`src/rtl/pcseq_pkg.sv`:
```
// Shared types and constants for the delay-slot PC sequencer.
// Assumes fixed 4-byte instructions.
package pcseq_pkg;
    localparam int unsigned INSN_BYTES = 4;
    localparam int unsigned ALIGN_BITS = $clog2(INSN_BYTES);

    // One action per cycle, chosen by the controller.
    typedef enum logic [1:0] {
        ACT_HOLD  = 2'd0,
        ACT_STEP  = 2'd1,
        ACT_HALT  = 2'd2,
        ACT_REDIR = 2'd3
    } pc_act_e;
endpackage

```
`src/rtl/pcseq_ctrl.sv`:
```
// Picks the cycle action: hold, retire, breakpoint halt or redirect.
// Keeps the step-over flag, so that a reported breakpoint is passed on resume.
// Assumes bkpt_hit refers to the fetch address shown in the same cycle.
module pcseq_ctrl
    import pcseq_pkg::*;
(
    input  logic    clk,
    input  logic    rst_n,
    input  logic    adv_en,
    input  logic    redir_valid,
    input  logic    bkpt_hit,
    output pc_act_e act,
    output logic    halt_req
);
    logic step_over_q;

    // Priority: stall, then redirect, then breakpoint, then normal retire.
    always_comb begin
        if (!adv_en)
            act = ACT_HOLD;
        else if (redir_valid)
            act = ACT_REDIR;
        else if (bkpt_hit && !step_over_q)
            act = ACT_HALT;
        else
            act = ACT_STEP;
    end

    assign halt_req = (act == ACT_HALT);

    // Step-over flag: set by a halt, cleared by any fetch that goes ahead.
    always_ff @(posedge clk) begin
        if (!rst_n)
            step_over_q <= 1'b0;
        else begin
            case (act)
                ACT_HALT:            step_over_q <= 1'b1;
                ACT_STEP, ACT_REDIR: step_over_q <= 1'b0;
                default:             step_over_q <= step_over_q;
            endcase
        end
    end

    AST_HALT_ONCE: assert property (@(posedge clk) disable iff (!rst_n)
        halt_req |=> !halt_req);
endmodule

```
`src/rtl/pcseq_chain.sv`:
```
// Holds the current, next and previous PC and the delay-slot flag.
// A taken branch loads its target into the next PC.
// The delay-slot instruction is therefore fetched before the target.
module pcseq_chain
    import pcseq_pkg::*;
#(
    parameter int unsigned AW = 32
) (
    input  logic          clk,
    input  logic          rst_n,
    input  pc_act_e       act,
    input  logic          br_taken,
    input  logic [AW-1:0] br_target,
    input  logic [AW-1:0] redir_vector,
    output logic [AW-1:0] cur_pc,
    output logic [AW-1:0] prev_pc,
    output logic          in_delay
);
    localparam logic [AW-1:0] STRIDE   = AW'(INSN_BYTES);
    localparam logic [AW-1:0] RESET_PC = '0;

    logic [AW-1:0] nxt_pc;

    // Address chain update for each action.
    always_ff @(posedge clk) begin
        if (!rst_n) begin
            cur_pc   <= RESET_PC;
            nxt_pc   <= RESET_PC + STRIDE;
            prev_pc  <= RESET_PC;
            in_delay <= 1'b0;
        end else begin
            case (act)
                ACT_STEP: begin
                    prev_pc  <= cur_pc;
                    cur_pc   <= nxt_pc;
                    in_delay <= br_taken;
                    nxt_pc   <= br_taken ? br_target : nxt_pc + STRIDE;
                end
                ACT_REDIR: begin
                    prev_pc  <= cur_pc;
                    cur_pc   <= redir_vector;
                    nxt_pc   <= redir_vector + STRIDE;
                    in_delay <= 1'b0;
                end
                default: begin
                    prev_pc  <= prev_pc;
                    cur_pc   <= cur_pc;
                    nxt_pc   <= nxt_pc;
                    in_delay <= in_delay;
                end
            endcase
        end
    end

    AST_STALL_HOLD: assert property (@(posedge clk) disable iff (!rst_n)
        (act == ACT_HOLD) |=> $stable(cur_pc) && $stable(nxt_pc) && $stable(in_delay));
    AST_HALT_FREEZE: assert property (@(posedge clk) disable iff (!rst_n)
        (act == ACT_HALT) |=> $stable(cur_pc) && $stable(prev_pc) && $stable(nxt_pc));
    AST_BRANCH_DELAY: assert property (@(posedge clk) disable iff (!rst_n)
        (act == ACT_STEP && br_taken) |=> in_delay);
    AST_REDIR_LOAD: assert property (@(posedge clk) disable iff (!rst_n)
        (act == ACT_REDIR) |=> !in_delay && cur_pc == $past(redir_vector));
    AST_PREV_TRACK: assert property (@(posedge clk) disable iff (!rst_n)
        (act == ACT_STEP) |=> prev_pc == $past(cur_pc));
endmodule

```
`src/rtl/pcseq_top.sv`:
```
// Delay-slot PC sequencer top level.
// Joins the action controller to the address chain and aligns the fetch address.
// Assumes one instruction retires per advancing cycle.
module pcseq_top
    import pcseq_pkg::*;
#(
    parameter int unsigned AW = 32
) (
    input  logic          clk,
    input  logic          rst_n,
    input  logic          adv_en,
    input  logic          br_taken,
    input  logic [AW-1:0] br_target,
    input  logic          redir_valid,
    input  logic [AW-1:0] redir_vector,
    input  logic          bkpt_hit,
    output logic [AW-1:0] fetch_addr,
    output logic          in_delay_slot,
    output logic [AW-1:0] prev_pc,
    output logic          halt_req
);
    pc_act_e       act;
    logic [AW-1:0] cur_pc;

    pcseq_ctrl u_ctrl (
        .clk         (clk),
        .rst_n       (rst_n),
        .adv_en      (adv_en),
        .redir_valid (redir_valid),
        .bkpt_hit    (bkpt_hit),
        .act         (act),
        .halt_req    (halt_req)
    );

    pcseq_chain #(.AW(AW)) u_chain (
        .clk          (clk),
        .rst_n        (rst_n),
        .act          (act),
        .br_taken     (br_taken),
        .br_target    (br_target),
        .redir_vector (redir_vector),
        .cur_pc       (cur_pc),
        .prev_pc      (prev_pc),
        .in_delay     (in_delay_slot)
    );

    // Clear the byte-offset bits before the address goes out.
    generate
        if (ALIGN_BITS > 0) begin : g_align
            assign fetch_addr = {cur_pc[AW-1:ALIGN_BITS], {ALIGN_BITS{1'b0}}};
        end else begin : g_noalign
            assign fetch_addr = cur_pc;
        end
    endgenerate
endmodule

```
`config.mk`:
```
export PLATFORM = sky130hd
export DESIGN_NAME = pcseq_top
export DESIGN_NICKNAME = d
export VERILOG_FILES = /design/src/rtl/pcseq_pkg.sv /design/src/rtl/pcseq_ctrl.sv /design/src/rtl/pcseq_chain.sv /design/src/rtl/pcseq_top.sv
export SDC_FILE = /design/constraint.sdc
export NUM_CORES = 1
export LEC_CHECK = 0
export BUFFER_PORTS_ARGS = -buffer_cell sky130_fd_sc_hd__buf_4
export CELL_PAD_IN_SITES_DETAIL_PLACEMENT = 0
export CELL_PAD_IN_SITES_GLOBAL_PLACEMENT = 1
export CORE_ASPECT_RATIO = 0.5
export CORE_UTILIZATION = 42
export DETAILED_ROUTE_END_ITERATION = 6
export PLACE_DENSITY = 0.88
export SLEW_MARGIN = 0
export SYNTH_ARGS = -nofsm -noshare
export SYNTH_HDL_FRONTEND = slang
export SYNTH_SLANG_ARGS = --single-unit
```
`constraint.sdc`:
```
create_clock -name clk -period 5.3 [get_ports clk]
set_clock_uncertainty 0.05 [all_clocks]
set_input_delay 0.265 -clock clk [delete_from_list [all_inputs] [get_ports clk]]
set_output_delay 0.265 -clock clk [all_outputs]
set_load 0.02 [all_outputs]
```
# Word level (Yosys, flattened, before mapping)
# Index checks and enable logic that the tools add are counted.
# totals
register_bits	98
inputBits	70
out_inout_bits	66
elab_cells	23
# classes
add_sub_neg	2
n_eq_ne	3
muxes	8
reduce_logical	5
# ops
op	count
case mux 32 bit (2 select lines)	2
adder 32 x 3 -> 32 bit, second input constant	2
2-to-1 mux 32 bit	1
2-to-1 mux 2 bit	3
== test 2 bit, second input constant	2
case mux 1 bit (2 select lines)	2
nonzero test 2 bit	2
== test 2 x 1 -> 1 bit, second input constant	1
OR reduction 2 bit	1
logical AND 1 bit	1
logical NOT 1 bit	1

# Logic depth before layout (Yosys ltp)
# Gate-level depths: netlist of run 1.
# logic_depth
depth_word	8
mapped_depth	7
depth_no_buf	6

# By module
# Synthesis of run 1 repeated with hierarchy kept, for this count alone.
# hier_totals
hier_cells	656
hier_area_um2	5351.4
# modules_own_cells
mod	n_inst	cells_each	area_per_inst_um2	seq_area_each_um2
pcseq_chain	1	645	5258.8	1941.9
pcseq_ctrl	1	8	73.8	20.0
pcseq_top	1	3	18.8	0.0

# Worst setup path after synthesis of run 1
# Ideal clock, no wire load.
# synth_timing
path_kind	reg-to-reg
startpoint	register u_chain.nxt_pc[2]
endpoint	register u_chain.nxt_pc[22]
setup_ns	0.122
t_arrival_ns	1.903
required_ns	5.128
slack_ns	3.225
path_stages_with_launch	8
path_buffers	1
period_less_slack_ns	2.075
cell_sequence	dfxtp_1 ha_1 nand4_1 or3_1 buf_2 nor3_1 xor2_1 a221o_1
# synth_between
elab_chain_cells	3
# synth_lines
element	line	rtl
start, declared	pcseq_chain.sv:22	logic [AW-1:0] nxt_pc;
start signal, assigned	pcseq_chain.sv:28	nxt_pc <= RESET_PC + STRIDE;
start signal, assigned	pcseq_chain.sv:37	nxt_pc <= br_taken ? br_target : nxt_pc + STRIDE;
start signal, assigned	pcseq_chain.sv:42	nxt_pc <= redir_vector + STRIDE;
adder 32 x 3 -> 32 bit	pcseq_chain.sv:37	
2-to-1 mux 32 bit	pcseq_chain.sv:37	
case mux 32 bit (2 select lines)	pcseq_chain.sv:32	case (act)
# No other way between the ends.
# A chain may end at the register's enable or synchronous reset.

# Final worst setup path of run 1
# layout_timing
startpoint	register u_chain.nxt_pc[3]
endpoint	register u_chain.nxt_pc[26]
# Same word-level chain as after synthesis.

==> flow_metrics.py, run 1 <==
metrics = {
    "sta": {
        "setup_viol": 0,
        "holdWs_ns": 0.137,
        "grt_setup_unrepaired": "false",
        "slew_violations": 0,
        "fin_crit_ns": 2.62,
        "fmax_mhz": 382,
        "finalSetupTns_ns": 0,
        "slew_headroom_pct": 26.6,
        "period_share_pct": 49.4,
        "tightest_slew_ns": 1.10,
        "hold_violations": 0,
    },
    "final_layout": {
        "multi_input_area_um2": 3170,
        "antenna_cells": 0,
        "drive_gt1_share_pct": 20.0,
        "num-fill-cells": 1299,
        "nNetsFinal": 894,
        "finalNonFillerCells": 997,
        "seq_area_um2": 1960,
        "syn2layout_area_growth_pct": 19.2,
    },
    "placed_design": {
        "place_inst": 981,
        "io_buffer_count": 133,
        "place_hpwl_um": 13700,
        "gp_congestion": 0.916,
    },
    "synthesis": {
        "ys_types": 56,
        "synthCells": 762,
        "ys_seq_area_share_pct": 34.8,
        "yosysMostFrequentCell": "nand2_1",
        "synth.cell_area_um2": 5640,
        "synth_area_leaders": "dfxtp_1 (35%), nand2_1 (11%), a21oi_1 (5.9%)",
        "synth_warnings": 0,
        "postSynthAreaPerCell_um2": 7.40,
        "ys_seq_elements": 98,
        "ys_top_cells_by_count": "nand2_1 (159), dfxtp_1 (98), a21oi_1 (66)",
        "netlist.area_leader.share_pct": 34.8,
        "synth_ff_type": "dfxtp_1",
        "yosys.area.top_type": "dfxtp_1",
        "ys_async_sr_fraction_pct": 0,
        "synth_enable_flop_cells": 0,
    },
    "worst_setup_path": {
        "r2r-start": "u_chain.nxt_pc[3]$_SDFFE_PN0P_",
        "cp-start-kind": "flip-flop",
        "crit_path_start": "u_chain.nxt_pc[3]$_SDFFE_PN0P_",
        "crit_arrival_ns": 2.80,
        "path_class": "flip-flop to flip-flop",
        "endpoint_kind": "flip-flop",
        "critPathMaxFanout": 13,
        "required_ns": 5.48,
    },
    "route": {
        "wirelength_um": 19400,
        "num_vias": 5902,
        "drtIter0Drc": 767,
        "wire_per_inst_um": 19.5,
        "ant_nets": 0,
        "drc": 12,
        "firstDrtPassIters": 7,
        "viasPerCell": 5.92,
    },
    "cts": {
        "cts.sinks": 98,
        "clock_latency_ns": 0.35,
        "numCtsBuffers": 9,
        "path_clk_slew_ns": 0.08,
        "cts-root-buf": "clkbuf_16",
        "cts_resized": 0,
        "cts_setup_buffers": 0,
        "clock_path_buffers": 2,
        "htree_levels": 3,
        "cts_hold_buf": 0,
        "tritoncts": "yes",
    },
    "floorplanning": {
        "die_w_um": 166,
        "num_io_pins": 136,
        "initial_core_util_pct": 43.7,
        "dieArea_um2": 13900,
        "fp.dieH_um": 83.9,
        "core_um2": 12900,
        "row_count": 29,
    },
    "global_route": {
        "overflow": 0,
        "grt_pass1_wl_um": 29900,
        "grt_pass1_vias": 5050,
        "antenna_found_initial": 0,
        "grt_usage_pct": 27.8,
        "grt_max_degree": 93,
    },
    "min_path": {
        "hp-class": "primary input to flip-flop",
        "holdCritStartpoint": "br_target[31]",
    },
    "power": {
        "p_per_area_nw_per_um2": 276,
        "ir_drop_v": 0.000182,
        "leakage_uw": 0.00256,
        "power_uw": 1850,
    },
    "outcome": {
        "status": "finished, violations left",
        "violations": "DRC",
    },
    "run": {
        "drv_cap": 0,
    },
}
-- cells by family after synthesis --
group	Yosys count	share of synthesized area (%)
muxes	7	1.24
adders and majority gates	2	0.444
AOI/OAI and AO/OA	195	22.8
xor gates and xnor gates	23	3.57
other	1	0.0665
DFF	98	34.8
buffers and inverters	100	9.08
and+or+nand+nor	336	28.0
-- sequential cells by signal (all words and copies together), names as in the netlist --
register,cells
u_chain.nxt_pc,32
u_chain.prev_pc,32
u_chain.in_delay,1
u_chain.cur_pc,32
u_ctrl.step_over_q,1
-- per-layer routing --
| layer | global-route usage [%] | up-vias | routed length, um |
|---|---|---|---|
| met4 | 5.10 | 0 | 144 |
| met5 | 0 | - | 0 |
| li1 | - | 2839 | - |
| met1 | 43.6 | 2749 | 9570 |
| met3 | 9.58 | 14 | 2510 |
| met2 | 34.9 | 300 | 7190 |
-- placed cells by master (no fill, tap or decap), types with 4 or more instances in the layout --
master,count
mux2i_1,7
o311ai_0,5
a21oi_1,66
nand4_1,19
o31a_1,6
a311oi_1,18
nor4_1,13
a31oi_1,10
nand2_1,158
xnor2_1,11
and2_1,8
o31ai_1,5
o22ai_1,4
and3_1,14
a22oi_1,11
buf_4,139
a32o_1,6
o21ai_0,29
xor2_1,12
clkbuf_16,9
nand3_1,28
dfxtp_1,98
or3_1,6
a211oi_1,8
nor2_1,49
inv_1,8
and4_1,9
o211ai_1,5
nor3_1,18
-- stage by stage --
step | worst slack, ns | cell area, um^2 | util [%]
after floorplan | 3.22 | 5640 | -
after global placement | 2.78 | 6420 | 49.8
after detailed placement | 2.73 | 6420 | 49.8
after CTS | 2.72 | 6720 | 52.1
after global routing | 2.58 | 6720 | 52.1
final | 2.68 | 6720 | 52.1
-- power by group --
part           switching, uW  total, uW  leakage [uW]  internal (uW)
registers               59.7        842      0.000803            782
logic                    211        349       0.00161            138
clock network            322        664      0.000146            342
total                    593       1850       0.00256           1260
-- worst max-delay path, cell delays in order (launching register included) --
cell and delay (ns):
dfxtp_1 0.49, ha_1 0.30, nand4_1 0.13, or3_1 0.59
o311a_1 0.42, a2111oi_0 0.38, o31ai_1 0.12
-- path summary, 6_finish.rpt --
check	depth (start not counted)	slack, ns	to
worst max-delay path	6	2.68	u_chain.nxt_pc[26]$_SDFFE_PN0P_
worst max register to register	6	2.68	u_chain.nxt_pc[26]$_SDFFE_PN0P_
worst min-delay path	3	0.14	u_chain.nxt_pc[31]$_SDFFE_PN0P_
worst min register to register	2	0.40	u_chain.prev_pc[0]$_SDFFE_PN0P_
-- final cells by class --
| cell class | instances | share of cell area, % |
|---|---|---|
| Inverter | 9 | 0.503 |
| Clock buffer | 10 | 3.56 |
| Tap cell | 170 | 3.17 |
| Sequential cell | 98 | 29.2 |
| Timing Repair Buffer | 139 | 15.5 |
| Clock inverter | 6 | 0.820 |
| Multi-Input combinational cell | 565 | 47.2 |
Note: power is estimated with default switching activity, not from simulation.
==> run 2, diff against run 1 <==
CORE_UTILIZATION = 39   (was 42)
PLACE_DENSITY = 0.83   (was 0.88)
clock period = 2.59 ns   (was 5.3 ns; I/O delays follow)
==> flow_metrics.py, run 2 (synthesized netlist as in run 1, its figures left out) <==
metrics = {
    "cts": {
        "cts_hold_buf": 1,
        "tritoncts": "yes",
        "cts-root-buf": "clkbuf_16",
        "numCtsBuffers": 9,
        "htree_levels": 3,
        "path_clk_slew_ns": 0.07,
        "cts_setup_buffers": 0,
        "clock_latency_ns": 0.35,
        "cts.sinks": 98,
        "clock_path_buffers": 2,
        "cts_resized": 0,
    },
    "floorplanning": {
        "core_um2": 13800,
        "initial_core_util_pct": 40.8,
        "dieArea_um2": 15000,
        "die_w_um": 172,
        "num_io_pins": 136,
        "fp.dieH_um": 87,
        "row_count": 30,
    },
    "final_layout": {
        "fin_area_um2": 6880,
        "num-fill-cells": 1436,
        "syn2layout_area_growth_pct": 22.2,
        "layout_commonest_cell": "nand2_1",
        "final_cell_mix": "nand2_1 (158), buf_4 (148), dfxtp_1 (98)",
        "nNetsFinal": 908,
        "drive_gt1_share_pct": 21.1,
        "top_regs": "u_chain.cur_pc (32), u_chain.nxt_pc (32), u_chain.prev_pc (32)",
        "antenna_cells": 0,
    },
    "worst_setup_path": {
        "path_class": "flip-flop to flip-flop",
        "cp-start-kind": "flip-flop",
        "rrSetupSlack_ns": 0.20,
        "max_stage_delay_ns": 0.49,
        "required_ns": 2.76,
        "critPathMaxFanout": 7,
        "path_cells": "ha_1 -> nand4_1 -> or3_1 -> o311a_1 -> a2111oi_0 -> o31ai_1",
        "crit_arrival_ns": 2.56,
        "endpoint_kind": "flip-flop",
        "slowest_stage": "or3_1",
    },
    "outcome": {
        "status": "finished, final reports clean",
    },
    "sta": {
        "setup_viol": 0,
        "fin_ws_ns": 0.199,
        "grt_setup_unrepaired": "false",
        "finalSetupTns_ns": 0,
        "slew_violations": 0,
        "hold_violations": 0,
        "fmax_mhz": 418,
        "period_share_pct": 92.3,
        "fin_crit_ns": 2.39,
        "holdWs_ns": 0.0186,
        "tightest_slew_ns": 1.08,
        "slew_headroom_pct": 27.8,
    },
    "power": {
        "ir_drop_v": 0.000300,
        "p_seq_share_pct": 45.5,
        "switchingPower_uw": 1200,
        "p_clk_share_pct": 34.4,
        "p_int_uw": 2570,
        "leakage_uw": 0.00263,
        "p_per_area_nw_per_um2": 547,
        "power.share.switching_pct": 31.8,
        "combPwrFrac_pct": 20.0,
    },
    "global_route": {
        "overflow": 0,
        "grt_usage_pct": 26.7,
        "antenna_found_initial": 0,
        "grt_pass1_vias": 5071,
        "grt_max_degree": 88,
        "grt_pass1_wl_um": 30100,
    },
    "route": {
        "firstDrtPassIters": 5,
        "wirelength_um": 20000,
        "drc": 0,
        "wire_per_inst_um": 19.4,
        "drtIter0Drc": 740,
        "viasPerCell": 5.83,
        "num_vias": 6019,
        "ant_nets": 0,
    },
    "placed_design": {
        "io_buffer_count": 133,
        "gp_congestion": 0.897,
        "preCtsSetupSlack_ns": 0.238,
        "place_hpwl_um": 14600,
        "placed_area_um2": 6600,
    },
    "min_path": {
        "hp-class": "primary input to flip-flop",
    },
    "run": {
        "drv_cap": 0,
    },
}
run 2: power by group through the flow:
stage | sequential, uW | combinational (uW) | clock [uW]
after global routing | 1720 | 814 | 1380
after floorplan | 1720 | 450 | 0
after CTS | 1710 | 743 | 1310
after detailed placement | 1740 | 739 | 0
after global placement | 1740 | 737 | 0
final | 1710 | 754 | 1290
run 2: final timing paths:
| check | start | endpoint | cells past startpoint |
|---|---|---|---|
| hold reg to reg | u_chain.prev_pc[24]$_SDFFE_PN0P_ | u_chain.prev_pc[24]$_SDFFE_PN0P_ | 2 |
| hold / removal | redir_vector[12] | u_chain.cur_pc[12]$_SDFFE_PN0P_ | 3 |
| setup / recovery | u_chain.nxt_pc[2]$_SDFFE_PN1P_ | u_chain.nxt_pc[26]$_SDFFE_PN0P_ | 6 |
| setup reg to reg | u_chain.nxt_pc[2]$_SDFFE_PN1P_ | u_chain.nxt_pc[26]$_SDFFE_PN0P_ | 6 |
run 2: critical path: cells and delay by family (launching register included):
kind | cells | cell delay [ns]
compound gates | 3 | 0.88
simple gates | 2 | 0.63
flops | 1 | 0.44
fa+ha+maj | 1 | 0.26
run 2: layout make-up:
class	count	area, um^2	share of cell area (%)
multi-input cells	565	3170	46.0
clock buffers	9	225	3.27
repair buffers	153	1200	17.4
clock inverters	6	52.6	0.763
inverters	9	33.8	0.491
well taps	192	240	3.49
flip-flops and latches	98	1960	28.5
run 2: metrics by stage:
| stage | util, % | power, uW | std cells |
|---|---|---|---|
| 4_1_cts | 49.8 | 3760 | 1032 |
| 6_report | 49.8 | 3760 | 1032 |
| 3_3_place_gp | 47.8 | 2480 | 1016 |
| 3_5_place_dp | 47.8 | 2480 | 1016 |
| 2_1_floorplan | - | 2170 | 763 |
| 5_1_grt | 49.8 | 3920 | 1032 |
run 2: per-layer routing:
metal	part of all wire [%]	track usage, %	up-vias
li1	-	-	2860
met1	50	44.0	2797
met2	37	34.0	344
met3	12	6.04	18
met4	0.77	4.18	0
met5	0	0	-
==> run 3, diff against run 2 <==
CORE_UTILIZATION = 35   (was 39)
PLACE_DENSITY = 0.79   (was 0.83)
clock period = 1.94 ns   (was 2.59 ns; I/O delays follow)
==> flow_metrics.py, run 3 (synthesized netlist as in run 1, its figures left out) <==
metrics = {
    "outcome": {
        "status": "finished, violations left",
        "violations": "setup timing",
    },
    "floorplanning": {
        "die_w_um": 181,
        "num_io_pins": 136,
        "row_count": 32,
        "initial_core_util_pct": 36.2,
        "dieArea_um2": 16600,
        "core_um2": 15600,
        "fp.dieH_um": 91.7,
    },
    "final_layout": {
        "layout_commonest_cell": "buf_4",
        "num-fill-cells": 1555,
        "nNetsFinal": 978,
        "syn2layout_area_growth_pct": 35.2,
        "antenna_cells": 0,
        "fin_area_um2": 7620,
        "top_regs": "u_chain.cur_pc (32), u_chain.nxt_pc (32), u_chain.prev_pc (32)",
        "final_util_pct": 48.9,
        "final_cell_mix": "buf_4 (212), nand2_1 (157), dfxtp_1 (95)",
        "drive_gt1_share_pct": 28.9,
    },
    "worst_setup_path": {
        "path_cells": "ha_4 -> nand4_1 -> or3_4 -> or4_1 -> a31o_1 -> a31oi_1",
        "cp-start-kind": "flip-flop",
        "endpoint_kind": "flip-flop",
        "required_ns": 2.17,
        "crit_arrival_ns": 2.23,
        "critPathMaxFanout": 7,
        "path_class": "flip-flop to flip-flop",
        "slowest_stage": "or4_1",
        "max_stage_delay_ns": 0.49,
    },
    "placed_design": {
        "gp_congestion": 0.933,
        "io_buffer_count": 133,
        "placed_area_um2": 7200,
        "place_hpwl_um": 16300,
    },
    "global_route": {
        "antenna_found_initial": 0,
        "grt_max_degree": 47,
        "grt_pass1_vias": 5457,
        "grt_usage_pct": 25.7,
        "overflow": 0,
        "grt_pass1_wl_um": 32600,
    },
    "route": {
        "wire_per_inst_um": 19.4,
        "drtIter0Drc": 636,
        "ant_nets": 0,
        "firstDrtPassIters": 5,
        "wirelength_um": 21600,
        "num_vias": 6192,
        "drc": 0,
        "viasPerCell": 5.55,
    },
    "cts": {
        "cts-root-buf": "clkbuf_16",
        "clock_path_buffers": 2,
        "htree_levels": 3,
        "path_clk_slew_ns": 0.07,
        "clock_latency_ns": 0.35,
        "tritoncts": "yes",
        "cts.sinks": 98,
        "numCtsBuffers": 9,
        "cts_setup_buffers": 0,
    },
    "sta": {
        "fmax_mhz": 501,
        "tightest_slew_ns": 0.710,
        "fin_crit_ns": 1.99,
        "hold_violations": 0,
        "fin_ws_ns": -0.0548,
        "setup_viol": 5,
        "grt_setup_unrepaired": "true",
        "slew_violations": 0,
        "slew_headroom_pct": 52.3,
        "holdWs_ns": 0.0122,
        "period_share_pct": 103,
        "finalSetupTns_ns": -0.179,
    },
    "power": {
        "p_per_area_nw_per_um2": 702,
        "power_uw": 5350,
        "ir_drop_v": 0.000422,
        "leakage_uw": 0.00305,
    },
    "run": {
        "drv_cap": 0,
    },
    "min_path": {
        "hp-class": "primary input to flip-flop",
    },
}
==> run 3: cell count changes in the layout (fill, tap and decap cells not counted), sizes merged <==
| cell | delta |
|---|---|
| buf | +68 |
| inv | +1 |
| dlygate4sd3 | +2 |
| clkbuf | +2 |
| clkinvlp | -2 |
==> run 3: final cells by class <==
class	instances	area, um^2	area share, %
Clock buffer	11	264	3.47
Clock inverter	5	51.3	0.673
Inverter	9	33.8	0.443
Multi-Input combinational cell	565	3260	42.8
Sequential cell	98	1970	25.9
Tap cell	204	255	3.35
Timing Repair Buffer	223	1780	23.4
==> run 3: timing repair <==
item | 4_1_cts | 5_1_grt
endpoints found under the setup margin | 4 | 25
resized for setup | 3 | 16
pin swaps | 0 | 6
hold buffers | 3 | 0
cloned | 0 | 0
endpoints found under the hold margin | 3 | 0
==> run 3: stage by stage <==
stage,cells,worst slack (ns)
6_report,1115,-0.0548
5_1_grt,1115,-0.171
4_1_cts,1115,-0.0425
3_5_place_dp,1096,-0.0247
3_3_place_gp,1096,-0.00829
2_1_floorplan,763,0.0377
==> run 3: layer usage <==
layer | global-route usage, % | part of all wire, % | up-vias
li1 | - | - | 2999
met4 | 4.24 | 0.81 | 0
met5 | 0 | 0 | -
met3 | 6.47 | 8.6 | 20
met1 | 41.8 | 53 | 2892
met2 | 32.6 | 38 | 281
==> run 3: report_power, final <==
group	internal (uW)	switching, uW	leakage [uW]
Clock	1020	877	0.000157
Combinational	516	691	0.00208
Sequential	2140	108	0.000805
Total	3670	1680	0.00305
==> run 3: path summary, 6_finish.rpt <==
check | to | from | depth (start not counted) | slack, ns
hold reg to reg | u_chain.prev_pc[7]$_SDFFE_PN0P_ | u_chain.prev_pc[7]$_SDFFE_PN0P_ | 2 | 0.40
setup reg to reg | u_chain.nxt_pc[30]$_SDFFE_PN0P_ | u_chain.nxt_pc[2]$_SDFFE_PN1P_ | 6 | -0.05
hold / removal | u_chain.cur_pc[30]$_SDFFE_PN0P_ | redir_vector[30] | 3 | 0.01
setup / recovery | u_chain.nxt_pc[30]$_SDFFE_PN0P_ | u_chain.nxt_pc[2]$_SDFFE_PN1P_ | 6 | -0.05
==> run 3: worst max-delay path, delay by kind of cell, from the launching register on <==
kind | cells | cell delay [ns]
AND/OR/NAND/NOR | 3 | 1.06
flip-flops | 1 | 0.36
AO/OA/AOI/OAI | 2 | 0.33
adder cells (fa/ha/maj) | 1 | 0.13
